===== config.mk =====
export PLATFORM = sky130hd
export DESIGN_NAME = aes_sbox_fd
export DESIGN_NICKNAME = d
export VERILOG_FILES = /design/src/rtl/sbox_pkg.sv /design/src/rtl/sbox_lin_stage.sv /design/src/rtl/sbox_affine_stage.sv /design/src/rtl/sbox_tower_inv.sv /design/src/rtl/aes_sbox_fd.sv
export SDC_FILE = /design/constraint.sdc
export NUM_CORES = 1
export LEC_CHECK = 0
export ABC_AREA = 1
export BUFFER_PORTS_ARGS = -buffer_cell sky130_fd_sc_hd__buf_2
export CAP_MARGIN = 20
export CORE_ASPECT_RATIO = 2
export CORE_MARGIN = 2
export CORE_UTILIZATION = 30
export CTS_BUF_LIST = sky130_fd_sc_hd__clkbuf_16
export CTS_CLUSTER_SIZE = 30
export DETAILED_ROUTE_END_ITERATION = 16
export PLACE_DENSITY = 0.49
export SYNTH_ARGS = -nofsm -noshare
export SYNTH_HDL_FRONTEND = slang
export SYNTH_SLANG_ARGS = --single-unit

===== constraint.sdc =====
create_clock -name clk -period 0.8 [get_ports clk]
set_input_delay 0.08 -clock clk [delete_from_list [all_inputs] [get_ports clk]]
set_output_delay 0.08 -clock clk [all_outputs]
set_load 0.02 [all_outputs]

===== src/rtl/sbox_pkg.sv =====
package sbox_pkg;

   typedef struct packed {
      logic [63:0] to_cmp;   // standard -> tower basis, column k at [8k+:8]
      logic [63:0] to_std;   // tower -> standard basis
      logic [3:0]  lam;      // norm constant of y^2 + y + lam
   } tower_t;

   function automatic logic [7:0] gf8_mul(input logic [7:0] a, input logic [7:0] b);
      logic [7:0] r, x;
      r = '0;
      x = a;
      for (int i = 0; i < 8; i++) begin
         if (b[i]) r = r ^ x;
         x = {x[6:0], 1'b0} ^ (x[7] ? 8'h1b : 8'h00);
      end
      return r;
   endfunction

   function automatic logic [3:0] gf4_mul(input logic [3:0] a, input logic [3:0] b);
      logic [3:0] r, x;
      r = '0;
      x = a;
      for (int i = 0; i < 4; i++) begin
         if (b[i]) r = r ^ x;
         x = {x[2:0], 1'b0} ^ (x[3] ? 4'h3 : 4'h0);
      end
      return r;
   endfunction

   // a^14 = a^-1 in GF(16); zero stays zero
   function automatic logic [3:0] gf4_inv(input logic [3:0] a);
      logic [3:0] r;
      r = 4'h1;
      for (int i = 0; i < 14; i++) r = gf4_mul(r, a);
      return r;
   endfunction

   function automatic logic [7:0] lin_map(input logic [63:0] cols, input logic [7:0] v);
      logic [7:0] r;
      r = '0;
      for (int k = 0; k < 8; k++) if (v[k]) r = r ^ cols[8*k +: 8];
      return r;
   endfunction

   // parity of lin_map(cols, v) equals ^(v & par_mask(cols))
   function automatic logic [7:0] par_mask(input logic [63:0] cols);
      logic [7:0] m;
      for (int k = 0; k < 8; k++) m[k] = ^cols[8*k +: 8];
      return m;
   endfunction

   function automatic logic [7:0] rotl(input logic [7:0] b, input int n);
      return (b << n) | (b >> (8 - n));
   endfunction

   function automatic logic [7:0] aff_fwd(input logic [7:0] b);
      return b ^ rotl(b, 1) ^ rotl(b, 2) ^ rotl(b, 3) ^ rotl(b, 4) ^ 8'h63;
   endfunction

   function automatic logic [7:0] aff_inv(input logic [7:0] x);
      return rotl(x, 1) ^ rotl(x, 3) ^ rotl(x, 6) ^ 8'h05;
   endfunction

   // Search the tower generators and derive both basis-change matrices
   function automatic tower_t build_tower();
      tower_t     t;
      logic [7:0] al, yr, lamx, w;
      logic [7:0] pw [4];
      logic       has_root;
      t = '0;
      al = '0;
      for (int c = 2; c < 256; c++)
         if (al == 8'h00 &&
             (gf8_mul(gf8_mul(gf8_mul(8'(c), 8'(c)), 8'(c)), 8'(c)) ^ 8'(c) ^ 8'h01) == 8'h00)
            al = 8'(c);
      pw[0] = 8'h01;
      for (int i = 1; i < 4; i++) pw[i] = gf8_mul(pw[i-1], al);
      for (int l = 1; l < 16; l++) begin
         has_root = 1'b0;
         for (int s = 0; s < 16; s++)
            if ((gf4_mul(4'(s), 4'(s)) ^ 4'(s)) == 4'(l)) has_root = 1'b1;
         if (t.lam == 4'h0 && !has_root) t.lam = 4'(l);
      end
      lamx = '0;
      for (int i = 0; i < 4; i++) if (t.lam[i]) lamx = lamx ^ pw[i];
      yr = '0;
      for (int c = 2; c < 256; c++)
         if (yr == 8'h00 && (gf8_mul(8'(c), 8'(c)) ^ 8'(c) ^ lamx) == 8'h00) yr = 8'(c);
      for (int i = 0; i < 4; i++) begin
         t.to_std[8*i +: 8]     = pw[i];
         t.to_std[8*(i+4) +: 8] = gf8_mul(pw[i], yr);
      end
      for (int v = 0; v < 256; v++) begin
         w = lin_map(t.to_std, 8'(v));
         for (int k = 0; k < 8; k++) if (w == (8'h01 << k)) t.to_cmp[8*k +: 8] = 8'(v);
      end
      return t;
   endfunction

   localparam tower_t TOWER = build_tower();

   // product in GF(16)[y]/(y^2 + y + lam); high nibble is the y coefficient
   function automatic logic [7:0] cmp_mul(input logic [7:0] a, input logic [7:0] b);
      logic [3:0] hh;
      hh = gf4_mul(a[7:4], b[7:4]);
      return {hh ^ gf4_mul(a[7:4], b[3:0]) ^ gf4_mul(a[3:0], b[7:4]),
              gf4_mul(hh, TOWER.lam) ^ gf4_mul(a[3:0], b[3:0])};
   endfunction

endpackage


===== src/rtl/sbox_lin_stage.sv =====
module sbox_lin_stage #(
   parameter logic [63:0] COLS = 64'h8040201008040201
) (
   input  logic [7:0] a_i,
   input  logic [7:0] fault_i,
   output logic [7:0] y_o,
   output logic       mis_o
);
   localparam logic [7:0] PMASK = sbox_pkg::par_mask(COLS);

   logic [7:0] raw;
   logic       pred;

   always_comb begin
      raw   = sbox_pkg::lin_map(COLS, a_i);
      y_o   = raw ^ fault_i;
      pred  = ^(a_i & PMASK);
      mis_o = pred ^ (^y_o);
   end
endmodule


===== src/rtl/sbox_affine_stage.sv =====
module sbox_affine_stage #(
   parameter bit         INVERSE = 1'b0,
   parameter logic [7:0] CONST   = INVERSE ? 8'h05 : 8'h63
) (
   input  logic [7:0] a_i,
   input  logic       en_i,
   input  logic [7:0] fault_i,
   output logic [7:0] y_o,
   output logic       mis_o
);
   // both transforms sum an odd number of rotations, so the output
   // parity is the input parity plus the parity of the constant
   localparam logic CPAR = ^CONST;

   logic [7:0] xf;
   logic       pred;

   if (INVERSE) begin : g_inv
      assign xf = sbox_pkg::aff_inv(a_i);
   end else begin : g_fwd
      assign xf = sbox_pkg::aff_fwd(a_i);
   end

   always_comb begin
      y_o   = (en_i ? xf : a_i) ^ fault_i;
      pred  = (^a_i) ^ (en_i & CPAR);
      mis_o = pred ^ (^y_o);
   end
endmodule


===== src/rtl/sbox_tower_inv.sv =====
module sbox_tower_inv (
   input  logic [7:0] a_i,
   input  logic [7:0] fault_i,
   output logic [7:0] y_o,
   output logic       mis_o
);
   localparam logic [3:0] LAM = sbox_pkg::TOWER.lam;

   logic [3:0] ah, al, dlt, dinv;
   logic [7:0] prod;

   always_comb begin
      ah    = a_i[7:4];
      al    = a_i[3:0];
      dlt   = sbox_pkg::gf4_mul(sbox_pkg::gf4_mul(ah, ah), LAM)
            ^ sbox_pkg::gf4_mul(ah, al)
            ^ sbox_pkg::gf4_mul(al, al);
      dinv  = sbox_pkg::gf4_inv(dlt);
      y_o   = {sbox_pkg::gf4_mul(ah, dinv), sbox_pkg::gf4_mul(ah ^ al, dinv)} ^ fault_i;
      // operand times result must be one; zero must map to zero
      prod  = sbox_pkg::cmp_mul(a_i, y_o);
      mis_o = (a_i == 8'h00) ? (y_o != 8'h00) : (prod != 8'h01);
   end
endmodule


===== src/rtl/aes_sbox_fd.sv =====
module aes_sbox_fd #(
   parameter int FAULT_SITE = 1,   // 0 pre-affine, 1 to-tower, 2 inversion, 3 from-tower, 4 post-affine
   parameter bit OUT_REG    = 1'b1
) (
   input  logic       clk,
   input  logic       rst_n,
   input  logic [7:0] byte_i,
   input  logic       inv_i,
   input  logic [7:0] fault_mask_i,
   output logic [7:0] data_o,
   output logic       err_o
);
   localparam int NSTAGE = 5;

   if (FAULT_SITE < 0 || FAULT_SITE >= NSTAGE) begin : g_bad_site
      $error("FAULT_SITE out of range");
   end

   logic [7:0]        fm [NSTAGE];
   logic [NSTAGE-1:0] mis;
   logic [7:0]        s_pre, s_cmp, s_inv, s_std, s_out;
   logic              err_c;

   for (genvar k = 0; k < NSTAGE; k++) begin : g_fm
      assign fm[k] = (FAULT_SITE == k) ? fault_mask_i : 8'h00;
   end

   sbox_affine_stage #(.INVERSE(1'b1)) u_pre (
      .a_i(byte_i), .en_i(inv_i), .fault_i(fm[0]), .y_o(s_pre), .mis_o(mis[0]));

   sbox_lin_stage #(.COLS(sbox_pkg::TOWER.to_cmp)) u_to_cmp (
      .a_i(s_pre), .fault_i(fm[1]), .y_o(s_cmp), .mis_o(mis[1]));

   sbox_tower_inv u_inv (
      .a_i(s_cmp), .fault_i(fm[2]), .y_o(s_inv), .mis_o(mis[2]));

   sbox_lin_stage #(.COLS(sbox_pkg::TOWER.to_std)) u_to_std (
      .a_i(s_inv), .fault_i(fm[3]), .y_o(s_std), .mis_o(mis[3]));

   sbox_affine_stage #(.INVERSE(1'b0)) u_post (
      .a_i(s_std), .en_i(!inv_i), .fault_i(fm[4]), .y_o(s_out), .mis_o(mis[4]));

   assign err_c = |mis;

   if (OUT_REG) begin : g_reg
      always_ff @(posedge clk or negedge rst_n) begin
         if (!rst_n) begin
            data_o <= 8'h00;
            err_o  <= 1'b0;
         end else begin
            data_o <= s_out;
            err_o  <= err_c;
         end
      end


      zero_fwd_chk: assert property (@(posedge clk) disable iff (!rst_n)
         (!inv_i && byte_i == 8'h00 && fault_mask_i == 8'h00) |=> data_o == 8'h63);

      zero_inv_chk: assert property (@(posedge clk) disable iff (!rst_n)
         (inv_i && byte_i == 8'h63 && fault_mask_i == 8'h00) |=> data_o == 8'h00);

      no_false_alarm_chk: assert property (@(posedge clk) disable iff (!rst_n)
         (fault_mask_i == 8'h00) |=> !err_o);

      single_fault_chk: assert property (@(posedge clk) disable iff (!rst_n)
         ($countones(fault_mask_i) == 1) |=> err_o);

      odd_fault_chk: assert property (@(posedge clk) disable iff (!rst_n)
         ($countones(fault_mask_i) % 2 == 1) |=> err_o);

      mode_swap_chk: assert property (@(posedge clk) disable iff (!rst_n)
         (fault_mask_i == 8'h00 && byte_i == 8'h01 && !inv_i) |=> data_o == 8'h7c);
   end else begin : g_comb
      assign data_o = s_out;
      assign err_o  = err_c;
   end
endmodule


==> impl_metrics.env <==
export IMPL_status="finished, violations left"
export IMPL_failed_checks="negative setup slack"
export IMPL_rsz_0062_raised_after_global_routing="true"
export IMPL_design_portCount=28
export IMPL_critPathCaptureType="flop"
export IMPL_clock_fmax_ghz=0.08954
export IMPL_start_util=0.3045
export IMPL_hold_viol=0
export IMPL_synth_cell_area_mm2=0.009397
export IMPL_area_fraction_of_the_dominant_cell_type_after_synthesis=0.2948
export IMPL_max_stage_delay_ps=300
export IMPL_path_delay_family="simple AND/OR/NAND/NOR gates"
export IMPL_first_pass_detailed_route_iteration_total=4
export IMPL_layout_worst_path_cycle_share=13.96
export IMPL_critical_path_startpoint_type="primary input"
export IMPL_grt_pass1_vias=12290
export IMPL_via_per_instance_ratio=4.933
export IMPL_drc=0
export IMPL_yosys_cell_types_count=44
export IMPL_detail_route_antenna_nets=0
export IMPL_dominant_cell_type_by_area_after_synthesis="nand2_1"
export IMPL_cts_root_buffer_cell="clkbuf_16"
export IMPL_post_route_worst_setup_slack_ps=-10370
export IMPL_critPathRequiredTime_ps=930
export IMPL_port_buffers=27
export IMPL_largest_fanout_of_any_net_on_the_critical_path=7
export IMPL_die_width_um=129.1
export IMPL_yosys_top_cells_area="nand2_1 29%, nand3_1 17%, nand2_2 8.3%"
export IMPL_critical_path_class="in2reg"
export IMPL_grt_start_max_net_pins=49
export IMPL_layout_nets=2137
export IMPL_critical_path_s_most_frequent_cell="nand2_4"
export IMPL_warnings_from_yosys=0
export IMPL_slew_limit_headroom=0.4982
export IMPL_grt_pass1_wl_um=56840
export IMPL_core_area_mm2=0.03086
export IMPL_drtIter0Drc=471
export IMPL_tritoncts="yes"
export IMPL_clock_tree_htree_level_count=1
export IMPL_areaGrowthSynthToFinish_pct=67.35
export IMPL_vias=12460
export IMPL_post_dp_hpwl_um=27580
export IMPL_wire_per_inst_um=14.44
export IMPL_dpl_cell_count=2442
export IMPL_finalWorstPathRequiredPeriod_ps=11170
export IMPL_placementRows=91
export IMPL_seq_area_frac_synth=0.02397
export IMPL_diodes=0
export IMPL_worst_path_max_delay_cell="ha_4"
export IMPL_proportion_of_layout_cells_with_a_drive_suffix_above_1=0.5640
export IMPL_fill_cells=3009
export IMPL_setup_viol_count_final=18
export IMPL_dieHeight_um=254.3
export IMPL_maxCapViolations=0
export IMPL_die_area_mm2=0.03284
export IMPL_grt_antenna_before_repair=0
export IMPL_tightestPinTransition_ps=752.7
export IMPL_global_route_overflow_total=0
export IMPL_nets_in_the_synthesized_netlist=1855
export IMPL_worstHoldPathType="in2async"
export IMPL_cts_num_sinks=9
export IMPL_worst_endpoint_arrival_ps=11300
export IMPL_max_slew_violation_count=0
export IMPL_postSynthRegisterBits=9
export IMPL_layout_cells_non_filler=2526
export IMPL_globalRouteTotalUtil=0.2124
export IMPL_clk_transition_reported_paths_ps=40
export IMPL_syn_avg_cell_area_um2=5.143
export IMPL_cts_buffers=3
export IMPL_cts_root_to_sink_buffers=2
export IMPL_gp_congestion=0.8783
export IMPL_timing_critical_path_buf_inv=20
export IMPL_finalWirelength_um=36470
export IMPL_synthesis_instances=1827
-- cells by family (layout without fill, tap and decap cells) --
kind of cell | Yosys count | in the layout | share of synthesized area
compound gates | 38 | 38 | 0.02250
xor+xnor | 62 | 62 | 0.06338
fa+ha+maj | 9 | 9 | 0.01198
buf+inv | 286 | 562 | 0.1415
flops | 9 | 9 | 0.02397
simple gates | 1423 | 1428 | 0.7366
-- worst max-delay path by stage --
stage,end,depth (start not counted),startpoint
after floorplan,data_o[2]$_DFF_PN0_,129,byte_i[4]
after global placement,err_o$_DFF_PN0_,114,byte_i[4]
after detailed placement,err_o$_DFF_PN0_,120,byte_i[4]
after CTS,data_o[2]$_DFF_PN0_,123,byte_i[7]
after global routing,err_o$_DFF_PN0_,126,byte_i[2]
final,data_o[2]$_DFF_PN0_,114,byte_i[6]
-- repair_timing --
action,in CTS,in global routing
pin swaps,125,218
hold buffers,1,0
gates cloned,5,0
endpoints found under the hold margin,9,0
gates resized for setup,280,541
buffers inserted,46,29
setup endpoints to repair,18,18
-- layout make-up --
type	count	area, um^2	share of cell area
Clock buffer	3	75.07	0.004774
Inverter	242	1011	0.06429
Timing Repair Buffer	316	2590	0.1647
Sequential cell	9	225.2	0.01432
Clock inverter	1	5.005	0.0003183
Tap cell	418	523.0	0.03326
Multi-Input combinational cell	1537	11300	0.7183
-- layer usage --
layer	GRT usage	vias up	routed length, um
met4	0.1239	0	2680
met3	0.01468	148	653
li1	-	6274	-
met5	0	-	0
met1	0.1801	5793	11470
met2	0.4558	247	21670
-- sequential cells by signal (all words and copies together) (netlist names) --
register  cells
err_o         1
data_o        8
-- Yosys cell counts, drive strengths merged --
cell type    n
nand2      907
nand3      370
inv        235
nor2       124
xor2        41
buf         40
o21ai       23
xnor2       21
nand4       17
a21oi       11
dfrtp        9
ha           9
clkinv       7
clkbuf       4
nand3b       3
a41oi        1
nor3         1
o21bai       1
o221ai       1
o22a         1
or2          1
-- stage by stage --
| step | cell area (um^2) | hold WS, ps | TNS (ps) | setup WS, ps | util |
|---|---|---|---|---|---|
| after floorplan | 9872 | -215.6 | -86620 | -9937 | - |
| after global routing | 15730 | 239.0 | -100240 | -11250 | 0.5096 |
| after detailed placement | 11710 | -49.70 | -95690 | -10950 | 0.3793 |
| after CTS | 13280 | 226.9 | -90360 | -10180 | 0.4302 |
| final | 15730 | 221.7 | -92520 | -10370 | 0.5096 |
| after global placement | 11710 | -50.70 | -94670 | -10800 | 0.3793 |
-- layout by cell type, fill, tap and decap left out, types with 2 or more instances in the layout --
cell type and n:
a21oi_1 6, a21oi_2 3, a21oi_4 2, buf_12 7
buf_2 9, buf_4 263, buf_6 32, buf_8 4
clkbuf_16 3, clkinv_1 5, dfrtp_1 9, ha_1 5
ha_4 4, inv_1 135, inv_2 76, inv_4 17
inv_6 5, inv_8 3, nand2_1 435, nand2_2 277
nand2_4 176, nand2_8 22, nand3_1 176, nand3_2 119
nand3_4 77, nand3b_1 3, nand4_1 16, nor2_1 57
nor2_2 30, nor2_4 37, o21ai_0 2, o21ai_1 15
o21ai_2 5, xnor2_1 18, xnor2_2 2, xor2_1 31
xor2_2 7, xor2_4 3
Power is left out: the tool's default activity adds up to more than one toggle a clock period on the data nets, which glitch-free logic cannot reach.
